## config.mk

```make
export PLATFORM = sky130hd
export DESIGN_NAME = nps_splitter
export DESIGN_NICKNAME = d
export VERILOG_FILES = /design/src/rtl/nps_pkg.sv /design/src/rtl/nps_beat_seq.sv /design/src/rtl/nps_lane_steer.sv /design/src/rtl/nps_data_shift.sv /design/src/rtl/nps_splitter.sv
export SDC_FILE = /design/constraint.sdc
export NUM_CORES = 1
export LEC_CHECK = 0
export ABC_CLOCK_PERIOD_IN_PS = 3900
export BUFFER_PORTS_ARGS = -buffer_cell sky130_fd_sc_hd__buf_4
export CELL_PAD_IN_SITES_DETAIL_PLACEMENT = 0
export CELL_PAD_IN_SITES_GLOBAL_PLACEMENT = 1
export CORE_AREA = 2 2 276 278
export DETAILED_ROUTE_END_ITERATION = 16
export DIE_AREA = 0 0 278 280
export PLACE_DENSITY_LB_ADDON = 0.1
export SYNTH_ARGS = -nofsm -noshare
export SYNTH_HDL_FRONTEND = slang
export SYNTH_HIERARCHICAL = 1
export SYNTH_SLANG_ARGS = --single-unit
export TNS_END_PERCENT = 5
```

## constraint.sdc

```tcl
create_clock -name clk -period 3.9 [get_ports clk]
set_input_delay 0.39 -clock clk [delete_from_list [all_inputs] [get_ports clk]]
set_output_delay 0.39 -clock clk [all_outputs]
set_load 0.03 [all_outputs]
```

## src/rtl/nps_pkg.sv

```systemverilog
package nps_pkg;

  typedef enum logic [1:0] {
    SZ_BYTE = 2'd0,
    SZ_HALF = 2'd1,
    SZ_WORD = 2'd2,
    SZ_LINE = 2'd3
  } acc_size_e;

  typedef enum logic [1:0] {
    ST_IDLE = 2'd0,
    ST_BEAT = 2'd1,
    ST_RESP = 2'd2
  } seq_state_e;

  localparam logic [1:0] PORT_CODE_W8 = 2'd1;

  // bytes moved per beat
  function automatic logic [2:0] chunk_bytes(input logic port8, input acc_size_e sz);
    if (port8) return 3'd1;
    case (sz)
      SZ_BYTE: return 3'd1;
      SZ_HALF: return 3'd2;
      default: return 3'd4;
    endcase
  endfunction

  // total bytes of an access
  function automatic int unsigned size_bytes(input acc_size_e sz, input int unsigned line_bytes);
    case (sz)
      SZ_BYTE: return 1;
      SZ_HALF: return 2;
      SZ_WORD: return 4;
      default: return line_bytes;
    endcase
  endfunction

endpackage

```

## src/rtl/nps_beat_seq.sv

```systemverilog
module nps_beat_seq
  import nps_pkg::*;
#(
  parameter int ADDR_W     = 32,
  parameter int LINE_WORDS = 4
) (
  input  logic              clk,
  input  logic              rst_n,
  input  logic [1:0]        cfg_port_size,
  input  logic              cfg_burst_rd,
  input  logic              cfg_burst_wr,
  input  logic              req_valid,
  output logic              req_ready,
  input  logic [ADDR_W-1:0] req_addr,
  input  logic              req_write,
  input  logic [1:0]        req_size,
  output logic              beat_valid,
  input  logic              beat_ready,
  output logic [ADDR_W-1:0] beat_addr,
  output logic              beat_write,
  output logic              beat_burst,
  output logic              beat_last,
  output acc_size_e         cur_size,
  output logic              cur_port8,
  output logic              rsp_valid,
  output logic              start,
  output logic              adv
);

  localparam int LINE_BYTES = LINE_WORDS * 4;
  localparam int CNT_W      = $clog2(LINE_BYTES + 1);

  seq_state_e        state_q, state_d;
  logic [ADDR_W-1:0] addr_q, addr_d;
  logic [CNT_W-1:0]  rem_q, rem_d;
  logic              write_q, port8_q, burst_q;
  acc_size_e         size_q;
  logic              ctx_en, addr_en;
  logic              port8_n, burst_n;
  acc_size_e         size_n;
  logic [CNT_W-1:0]  beats_n;
  logic [2:0]        step;

  assign size_n  = acc_size_e'(req_size);
  assign port8_n = (cfg_port_size == PORT_CODE_W8);
  assign beats_n = port8_n ? CNT_W'(size_bytes(size_n, LINE_BYTES))
                           : ((size_n == SZ_LINE) ? CNT_W'(LINE_WORDS) : CNT_W'(1));
  assign burst_n = (beats_n > CNT_W'(1)) && (req_write ? cfg_burst_wr : cfg_burst_rd);

  assign start   = req_valid && (state_q == ST_IDLE);
  assign adv     = (state_q == ST_BEAT) && beat_ready;
  assign step    = chunk_bytes(port8_q, size_q);
  assign ctx_en  = start;
  assign addr_en = start || adv;

  always_comb begin
    state_d = state_q;
    addr_d  = addr_q;
    rem_d   = rem_q;
    case (state_q)
      ST_IDLE: if (start) begin
        state_d = ST_BEAT;
        addr_d  = req_addr;
        rem_d   = beats_n;
      end
      ST_BEAT: if (adv) begin
        if (rem_q == CNT_W'(1)) begin
          state_d = write_q ? ST_IDLE : ST_RESP;
        end else begin
          addr_d = addr_q + ADDR_W'(step);
          rem_d  = rem_q - CNT_W'(1);
        end
      end
      default: state_d = ST_IDLE;
    endcase
  end

  always_ff @(posedge clk or negedge rst_n) begin
    if (!rst_n) begin
      state_q <= ST_IDLE;
      addr_q  <= '0;
      rem_q   <= '0;
      write_q <= 1'b0;
      port8_q <= 1'b0;
      burst_q <= 1'b0;
      size_q  <= SZ_BYTE;
    end else begin
      state_q <= state_d;
      if (addr_en) begin
        addr_q <= addr_d;
        rem_q  <= rem_d;
      end
      if (ctx_en) begin
        write_q <= req_write;
        port8_q <= port8_n;
        burst_q <= burst_n;
        size_q  <= size_n;
      end
    end
  end

  assign req_ready  = (state_q == ST_IDLE);
  assign beat_valid = (state_q == ST_BEAT);
  assign rsp_valid  = (state_q == ST_RESP);
  assign beat_addr  = addr_q;
  assign beat_write = write_q;
  assign beat_burst = burst_q;
  assign beat_last  = (rem_q == CNT_W'(1));
  assign cur_size   = size_q;
  assign cur_port8  = port8_q;

  AST_ADDR_STEP: assert property (@(posedge clk) disable iff (!rst_n)
    adv && !beat_last |=> beat_valid && (beat_addr == $past(beat_addr) + ADDR_W'($past(step))));
  AST_HOLD_STALL: assert property (@(posedge clk) disable iff (!rst_n)
    beat_valid && !beat_ready |=> beat_valid && $stable(beat_addr) && $stable(beat_last) && $stable(beat_burst));
  AST_RSP_AFTER_READ: assert property (@(posedge clk) disable iff (!rst_n)
    adv && beat_last && !beat_write |=> rsp_valid);
  AST_RSP_PULSE: assert property (@(posedge clk) disable iff (!rst_n)
    rsp_valid |=> !rsp_valid && req_ready);
  AST_ACCEPT_THEN_BEAT: assert property (@(posedge clk) disable iff (!rst_n)
    req_valid && req_ready |=> beat_valid && !req_ready);

endmodule

```

## src/rtl/nps_lane_steer.sv

```systemverilog
module nps_lane_steer
  import nps_pkg::*;
(
  input  logic        port8,
  input  logic        lane_shift,
  input  logic        be_rdwr,
  input  logic        write,
  input  acc_size_e   size,
  input  logic [1:0]  offs,
  input  logic [31:0] wr_top,
  input  logic [31:0] bus_rdata,
  output logic [31:0] beat_data,
  output logic [3:0]  beat_be,
  output logic [31:0] rd_chunk
);

  logic [31:0] data_w;
  logic [3:0]  mask;
  logic [1:0]  roff;
  logic [31:0] rsh;

  assign roff = 2'd3 - offs;
  assign rsh  = bus_rdata >> {roff, 3'b000};

  always_comb begin
    data_w   = wr_top;
    mask     = 4'b1111;
    rd_chunk = bus_rdata;
    if (port8) begin
      mask     = lane_shift ? 4'b0001 : 4'b1000;
      data_w   = lane_shift ? {24'h0, wr_top[31:24]} : {wr_top[31:24], 24'h0};
      rd_chunk = {24'h0, lane_shift ? bus_rdata[7:0] : bus_rdata[31:24]};
    end else begin
      case (size)
        SZ_BYTE: begin
          mask     = 4'b1000 >> offs;
          data_w   = {wr_top[31:24], 24'h0} >> {offs, 3'b000};
          rd_chunk = {24'h0, rsh[7:0]};
        end
        SZ_HALF: begin
          mask     = offs[1] ? 4'b0011 : 4'b1100;
          data_w   = offs[1] ? {16'h0, wr_top[31:16]} : {wr_top[31:16], 16'h0};
          rd_chunk = {16'h0, offs[1] ? bus_rdata[15:0] : bus_rdata[31:16]};
        end
        default: ;
      endcase
    end
  end

  assign beat_data = write ? data_w : 32'h0;
  assign beat_be   = (write || be_rdwr) ? mask : 4'b0000;

endmodule

```

## src/rtl/nps_data_shift.sv

```systemverilog
module nps_data_shift
  import nps_pkg::*;
#(
  parameter int LINE_WORDS = 4
) (
  input  logic                      clk,
  input  logic                      rst_n,
  input  logic                      start,
  input  logic                      adv,
  input  logic                      cur_write,
  input  logic [2:0]                chunk,
  input  logic [1:0]                req_size,
  input  logic [LINE_WORDS*32-1:0]  req_wdata,
  input  logic [31:0]               rd_chunk,
  output logic [31:0]               wr_top,
  output logic [LINE_WORDS*32-1:0]  acc
);

  localparam int LINE_BYTES = LINE_WORDS * 4;
  localparam int LINE_BITS  = LINE_BYTES * 8;
  localparam int SH_W       = $clog2(LINE_BITS);

  logic [LINE_BITS-1:0] wbuf_q, wbuf_d, acc_q, acc_d;
  logic [SH_W-1:0]      lsh;
  logic                 wbuf_en, acc_en;

  assign lsh     = SH_W'(8 * (LINE_BYTES - int'(size_bytes(acc_size_e'(req_size), LINE_BYTES))));
  assign wbuf_en = start || adv;
  assign acc_en  = start || (adv && !cur_write);

  always_comb begin
    wbuf_d = start ? (req_wdata << lsh) : (wbuf_q << {chunk, 3'b000});
    acc_d  = start ? '0
                   : ((acc_q << {chunk, 3'b000}) | {{(LINE_BITS-32){1'b0}}, rd_chunk});
  end

  always_ff @(posedge clk or negedge rst_n) begin
    if (!rst_n) begin
      wbuf_q <= '0;
      acc_q  <= '0;
    end else begin
      if (wbuf_en) wbuf_q <= wbuf_d;
      if (acc_en)  acc_q  <= acc_d;
    end
  end

  assign wr_top = wbuf_q[LINE_BITS-1 -: 32];
  assign acc    = acc_q;

endmodule

```

## src/rtl/nps_splitter.sv

```systemverilog
module nps_splitter
  import nps_pkg::*;
#(
  parameter int ADDR_W     = 32,
  parameter int LINE_WORDS = 4
) (
  input  logic                     clk,
  input  logic                     rst_n,
  input  logic [1:0]               cfg_port_size,
  input  logic                     cfg_burst_rd,
  input  logic                     cfg_burst_wr,
  input  logic                     cfg_lane_shift,
  input  logic                     cfg_be_rdwr,
  input  logic                     req_valid,
  output logic                     req_ready,
  input  logic [ADDR_W-1:0]        req_addr,
  input  logic                     req_write,
  input  logic [1:0]               req_size,
  input  logic [LINE_WORDS*32-1:0] req_wdata,
  output logic                     rsp_valid,
  output logic [LINE_WORDS*32-1:0] rsp_rdata,
  output logic                     beat_valid,
  input  logic                     beat_ready,
  output logic [ADDR_W-1:0]        beat_addr,
  output logic                     beat_write,
  output logic                     beat_burst,
  output logic                     beat_last,
  output logic [31:0]              beat_data,
  output logic [3:0]               beat_be,
  input  logic [31:0]              bus_rdata
);

  acc_size_e   cur_size;
  logic        cur_port8, start, adv;
  logic [2:0]  chunk;
  logic [31:0] wr_top, rd_chunk;

  nps_beat_seq #(.ADDR_W(ADDR_W), .LINE_WORDS(LINE_WORDS)) seq_i (
    .clk, .rst_n, .cfg_port_size, .cfg_burst_rd, .cfg_burst_wr,
    .req_valid, .req_ready, .req_addr, .req_write, .req_size,
    .beat_valid, .beat_ready, .beat_addr, .beat_write, .beat_burst, .beat_last,
    .cur_size, .cur_port8, .rsp_valid, .start, .adv
  );

  assign chunk = chunk_bytes(cur_port8, cur_size);

  nps_lane_steer steer_i (
    .port8(cur_port8), .lane_shift(cfg_lane_shift), .be_rdwr(cfg_be_rdwr),
    .write(beat_write), .size(cur_size), .offs(beat_addr[1:0]),
    .wr_top, .bus_rdata, .beat_data, .beat_be, .rd_chunk
  );

  nps_data_shift #(.LINE_WORDS(LINE_WORDS)) shift_i (
    .clk, .rst_n, .start, .adv, .cur_write(beat_write), .chunk,
    .req_size, .req_wdata, .rd_chunk, .wr_top, .acc(rsp_rdata)
  );

  AST_RD_STROBE_QUIET: assert property (@(posedge clk) disable iff (!rst_n)
    beat_valid && !beat_write && !cfg_be_rdwr |-> beat_be == 4'b0000);
  AST_NARROW_ONE_LANE: assert property (@(posedge clk) disable iff (!rst_n)
    beat_valid && (cfg_port_size == PORT_CODE_W8) |-> $countones(beat_be) <= 1);
  AST_SINGLE_NO_BURST: assert property (@(posedge clk) disable iff (!rst_n)
    req_valid && req_ready && (req_size != 2'd3) && (cfg_port_size != PORT_CODE_W8) |=> !beat_burst);

endmodule

```

# After elaboration in Yosys (flattened, before gate mapping)
# Index checks and enable logic that the tools add are counted.
op_classes:
  n_addsub: 4
  mul: 0
  div_mod_pow: 0
  order_cmp: 1
  n_eq_ne: 12
  n_shift: 6
  mux: 37
  bitwise_logic: 1
  reduce_logical: 14
op_table:
  columns: ["cell", "count"]
  rows:
  - ["$mux W128", 2]
  - ["$mux W32", 8]
  - ["$shl A128 B6 Y128", 2]
  - ["$pmux W32 S2", 3]
  - ["$or A128 B32 Y128", 1]
  - ["$shl A128 B7 Y128", 1]
  - ["$add A32 B3 Y32", 1]
  - ["$shr A32 B5 Y32", 1]
  - ["$shr A32 B5 Y8", 1]
  - ["$mux W5", 4]
  - ["$mux W16", 1]
  - ["$mux W4", 4]
  - ["$pmux W5 S3", 1]
  - ["$pmux W5 S2", 1]
  - ["$mux W3", 3]
  - ["$eq A2 B1 Y1 const B", 4]
  - ["$mux W2", 4]
  - ["$mux W8", 1]
  - ["$pmux W4 S2", 1]
  - ["$eq A2 B2 Y1 const B", 3]
  - ["$logic_not A2 Y1", 3]
  - ["$ne A2 B1 Y1 const B", 3]
  - ["$pmux W3 S2", 1]
  - ["$eq A5 B1 Y1 const B", 1]
  - ["14 further kinds", 20]
word_totals:
  ff_bits: 300
  latchBits: 0
  mem_bits_rw: 0
  romBits: 0
  inputBits: 205
  out_inout_bits: 202
  elab_cells: 84
  memories: 0

# Logic depth before layout (Yosys ltp)
logic_depth:
  depth_word: 7
  mapped_depth: 11
  depth_no_buf: 8

# Modules after synthesis
# The synthesis kept the hierarchy.
modules_own_cells:
  columns: ["mod", "instances", "cells_per_inst", "area_each_um2", "seq_area_each_um2"]
  rows:
  - ["nps_data_shift", 1, 1875, 18143.7, 6406.1]
  - ["nps_beat_seq", 1, 334, 2805.2, 1101.1]
  - ["nps_lane_steer", 1, 207, 1355.0, 0.0]
  - ["nps_splitter", 1, 3, 23.8, 0.0]

# Least setup slack after synthesis
# No wires, ideal clock.
synth_path:
  path_type: "register to output"
  startpoint: "register seq_i.addr_q[1], in the netlist seq_i/beat_addr[1]"
  endpoint: "output beat_data[24]"
  arrival_ns: 2.252
  t_required_ns: 3.510
  setup_slack_ns: 1.258
  stages_incl_launch_ff: 6
  path_buffers: 3
  cell_sequence: "dfrtp_1 -> buf_4 -> buf_6 -> o21a_1 -> buf_2 -> nor4b_1"
synth_between:
  elab_chain_cells: 4
  elab_cells_between_ends: 5
  classes_between: "1 x shift; 4 x mux"
synth_rtl:
  columns: ["item", "line", "rtl"]
  rows:
  - ["from (decl)", "nps_beat_seq.sv:34", "logic [ADDR_W-1:0] addr_q, addr_d;"]
  - ["from (signal assigned)", "nps_beat_seq.sv:90", "addr_q <= addr_d;"]
  - ["$shr A32 B5 Y32 or $mux W32 (tied branches)", "nps_lane_steer.sv:37, nps_lane_steer.sv:42", null]
  - ["$pmux W32 S2 *", "nps_lane_steer.sv:34", "case (size)"]
  - ["$mux W32 *", "nps_lane_steer.sv:29", "if (port8) begin"]
  - ["$mux W32 *", "nps_lane_steer.sv:50", "assign beat_data = write ? data_w : 32'h0;"]
  - ["to (decl)", "nps_splitter.sv:28", "output logic [31:0] beat_data,"]
# Every way passes the cells marked *; elsewhere a longest branch is shown, timed or not.

# Worst setup path after layout
layout_path:
  startpoint: "register seq_i.size_q[1], in the netlist seq_i/cur_size[1]"
  endpoint: "output beat_data[3]"
layout_between:
  elab_chain_cells: 4
  elab_cells_between_ends: 5
  classes_between: "1 x eq/ne; 3 x mux; 1 x reduce/logical"
layout_rtl:
  columns: ["item", "line", "rtl"]
  rows:
  - ["from (decl)", "nps_beat_seq.sv:37", "acc_size_e size_q;"]
  - ["from (signal assigned)", "nps_beat_seq.sv:97", "size_q <= size_n;"]
  - ["$eq A2 B1 Y1 or $logic_not A2 Y1 (tied branches)", "nps_lane_steer.sv:34", null]
  - ["$pmux W32 S2 *", "nps_lane_steer.sv:34", null]
  - ["$mux W32 *", "nps_lane_steer.sv:29", null]
  - ["$mux W32 *", "nps_lane_steer.sv:50", null]
# Marks and branches as above.

==> metrics.csv <==
metric,value,unit
clock_latency,0.58,ns
cts_sinks,300,
fin_ws,0.553,ns
grt_max_degree,84,
required,3.51,ns
min_path_cells,3,
firstDrtPassIters,7,
viasPerCell,5.89,
startpoint_type,flip-flop,
drt-total-wl,107,mm
hpwl,78.8,mm
cp_max_fo,25,
max_freq,299,MHz
ys_types,100,
ant_nets,0,
critPathMaxStageDelay,0.90,ns
relSlewSlack,0.386,
portBuffers,406,
nets,2893,
met3_length,5.34,mm
io_pins,407,
period_minus_slack,3.35,ns
place_congestion,0.915,
grt_pass1_vias,22100,
path_cells,buf_4 > nor2b_4 > a22oi_1 > o22ai_1 > buf_4,
met2WireLength,54.7,mm
synth_edf_count,0,
ir_drop,0.549,mV
status,completed,
via_count,21700,
r2r_cells,7,
synthFlopType,dfrtp_1,
tightestPinTransition,0.921,ns
num_rows,101,
fillerInstances,7758,
min_period_over_period,0.858,
highest_layer,met4,
internal_power,13.5,mW
power.share.switching,0.532,
core-area,75200,µm²
chipHeight,280,µm
cts_buffer_depth,3,
initial_core_util,0.297,
wl_met1,43.3,mm
cp-end-kind,output pin,
hold_viol,0,
die_area,77800,µm²
antenna_found_initial,2,
synth_area_per_cell,9.23,µm²
grt_first_pass_wirelength,155,mm
multi_input_area,13100,µm²
p_switching,15.4,mW
post-place-ws,0.808,ns
synth_seq_cells,300,
grt_remaining_overflow,0,
drc,0,
drt_iter0_markers,2107,
cp_common_cell,buf_4,
setup_viol,0,
cts_tree,built,
cts_inserted_buffers,41,
fin_tns_setup,0,ns
ff_latch_area,7510,µm²
die_w,278,µm
post_cts_buffers,0,
yosysSeqAreaShare,0.336,
wire_per_inst,28.9,µm
finClkSkew,0.0186,ns
ys_warn_count,6,
finalMaxSlewViolations,0,
seq_power_share,0.237,
htreeDepth,2,
worstPathArrival,2.96,ns
cpMaxStageDelayCell,dfrtp_1,
p_leak,11.8,nW
syn_area,22300,µm²
holdCritPathClass,in2reg,
synth_fp_nets,2630,
power.total,28.9,mW
power_density,1070,nW/µm²
synth_cells,2419,
cts_root_buf,clkbuf_16,
criticalPathCategory,reg2out,
rsz0062_at_grt,no,
p_clk_frac,0.131,
grt.total_usage,0.266,
r2r_slack,0.70,ns
synthArstFlopShare,1.00,
drv_cap,0,
p_comb_frac,0.632,
drive_above_1_share,0.258,
syn_to_final_growth,21.4,%
path_clk_slew,0.06,ns
[cells in the mapped netlist (all sizes together) (16+ instances only)]
cell / count / area (µm²)
mux2i: 326 / 3260
dfrtp: 300 / 7510
nand2: 241 / 905
buf: 185 / 1270
a21oi: 170 / 873
nor2: 159 / 609
o21ai: 102 / 510
mux2: 86 / 968
clkbuf: 72 / 280
a31oi: 62 / 403
inv: 55 / 206
a22oi: 54 / 405
o22ai: 54 / 338
o221ai: 53 / 470
a222oi: 44 / 440
o2bb2ai: 40 / 350
nand3: 35 / 180
and2: 27 / 170
nor3: 26 / 135
a22o: 24 / 210
a32oi: 21 / 184
mux4: 21 / 473
and3: 19 / 124
a221oi: 18 / 158
a21o: 16 / 120
o211ai: 16 / 120
[cell type report]
class / count / share of cell area
clock inverter: 9 / 0.00305
antenna: 3 / 0.000277
sequential: 300 / 0.277
timing repair buffer: 477 / 0.137
tap: 978 / 0.0452
inverter: 58 / 0.00813
multi-input combinational: 1804 / 0.484
clock buffer: 64 / 0.0451
[kinds of logic (layout without fill, tap and decap cells)]
family / after synthesis / in the layout / share of synthesized area
XOR/XNOR: 3 / 3 / 0.00118
flip-flops: 300 / 300 / 0.336
AO/OA/AOI/OAI: 766 / 766 / 0.242
buffers and inverters: 315 / 608 / 0.0793
AND/OR/NAND/NOR: 595 / 595 / 0.126
other: 0 / 3 / 0
multiplexers: 433 / 433 / 0.211
adder cells (fa/ha/maj): 7 / 7 / 0.00415
[flip-flops by register name (all words and copies together), names as in the netlist]
name,flops
shift_i/acc,128
shift_i/wbuf_q,128
seq_i/beat_addr,32
seq_i/rem_q,5
seq_i/cur_size,2
seq_i/state_q,2
seq_i/beat_burst,1
seq_i/beat_write,1
seq_i/cur_port8,1
[stage by stage]
| step | util | instances | cell area [µm²] | hold slack (ns) |
|---|---|---|---|---|
| finish | 0.360 | 3693 | 27100 | 0.0471 |
| global route | 0.360 | 3692 | 27100 | 0.0625 |
| CTS | 0.360 | 3690 | 27100 | 0.0121 |
| detailed placement | 0.343 | 3616 | 25800 | 0.411 |
| global placement | 0.343 | 3616 | 25800 | 0.406 |
| floorplan | - | 2419 | 22300 | 0.0944 |
[worst paths after layout]
| path | to | from |
|---|---|---|
| min reg2reg | shift_i/acc[126] | shift_i/acc[126] |
| max reg2reg | seq_i/beat_addr[24] | seq_i/cur_size[1] |
| max in group asynchronous | seq_i/beat_addr[24] | rst_n |
| max | beat_data[3] | seq_i/cur_size[1] |
| min in group asynchronous | seq_i/beat_addr[4] | rst_n |
| min | seq_i/beat_write | req_write |
[worst max-delay path: cells and delay by family, from the launching register on]
kind | cells | cell delay (ns)
flops | 1 | 0.90
simple gates | 1 | 0.52
compound gates | 2 | 0.40
buf+inv | 2 | 0.55
[cell usage in the layout, fill, tap and decap left out, types with 34 or more instances in the layout]
| cell type | count |
|---|---|
| clkbuf_16 | 41 |
| o21ai_0 | 101 |
| o2bb2ai_1 | 40 |
| a21oi_1 | 165 |
| a22oi_1 | 54 |
| a31oi_1 | 61 |
| dfrtp_1 | 300 |
| nor2_1 | 153 |
| mux2i_1 | 326 |
| inv_1 | 53 |
| a222oi_1 | 44 |
| nand2_1 | 241 |
| buf_4 | 465 |
| mux2_2 | 86 |
| o221ai_1 | 52 |
| nand3_1 | 34 |
| o22ai_1 | 54 |
[routing by layer]
layer	vias up	track usage
met5	-	0
met4	0	0.0902
met3	151	0.0347
met2	817	0.478
met1	11100	0.326
li1	9716	-
[what timing repair did]
action,in CTS,in global routing
endpoints found under the setup margin,0,6
hold buffers,1,0
resized for setup,0,1
hold endpoints to repair,58,0
[power by group through the flow]
stage               clock network, mW  logic (mW)  registers, mW
detailed placement                  0        18.2           6.87
CTS                              3.90        18.2           6.82
global placement                    0        18.0           6.85
global route                     4.00        19.5           7.01
floorplan                           0        11.7           7.10
finish                           3.79        18.3           6.84
Note: power is estimated with default switching activity, not from simulation.
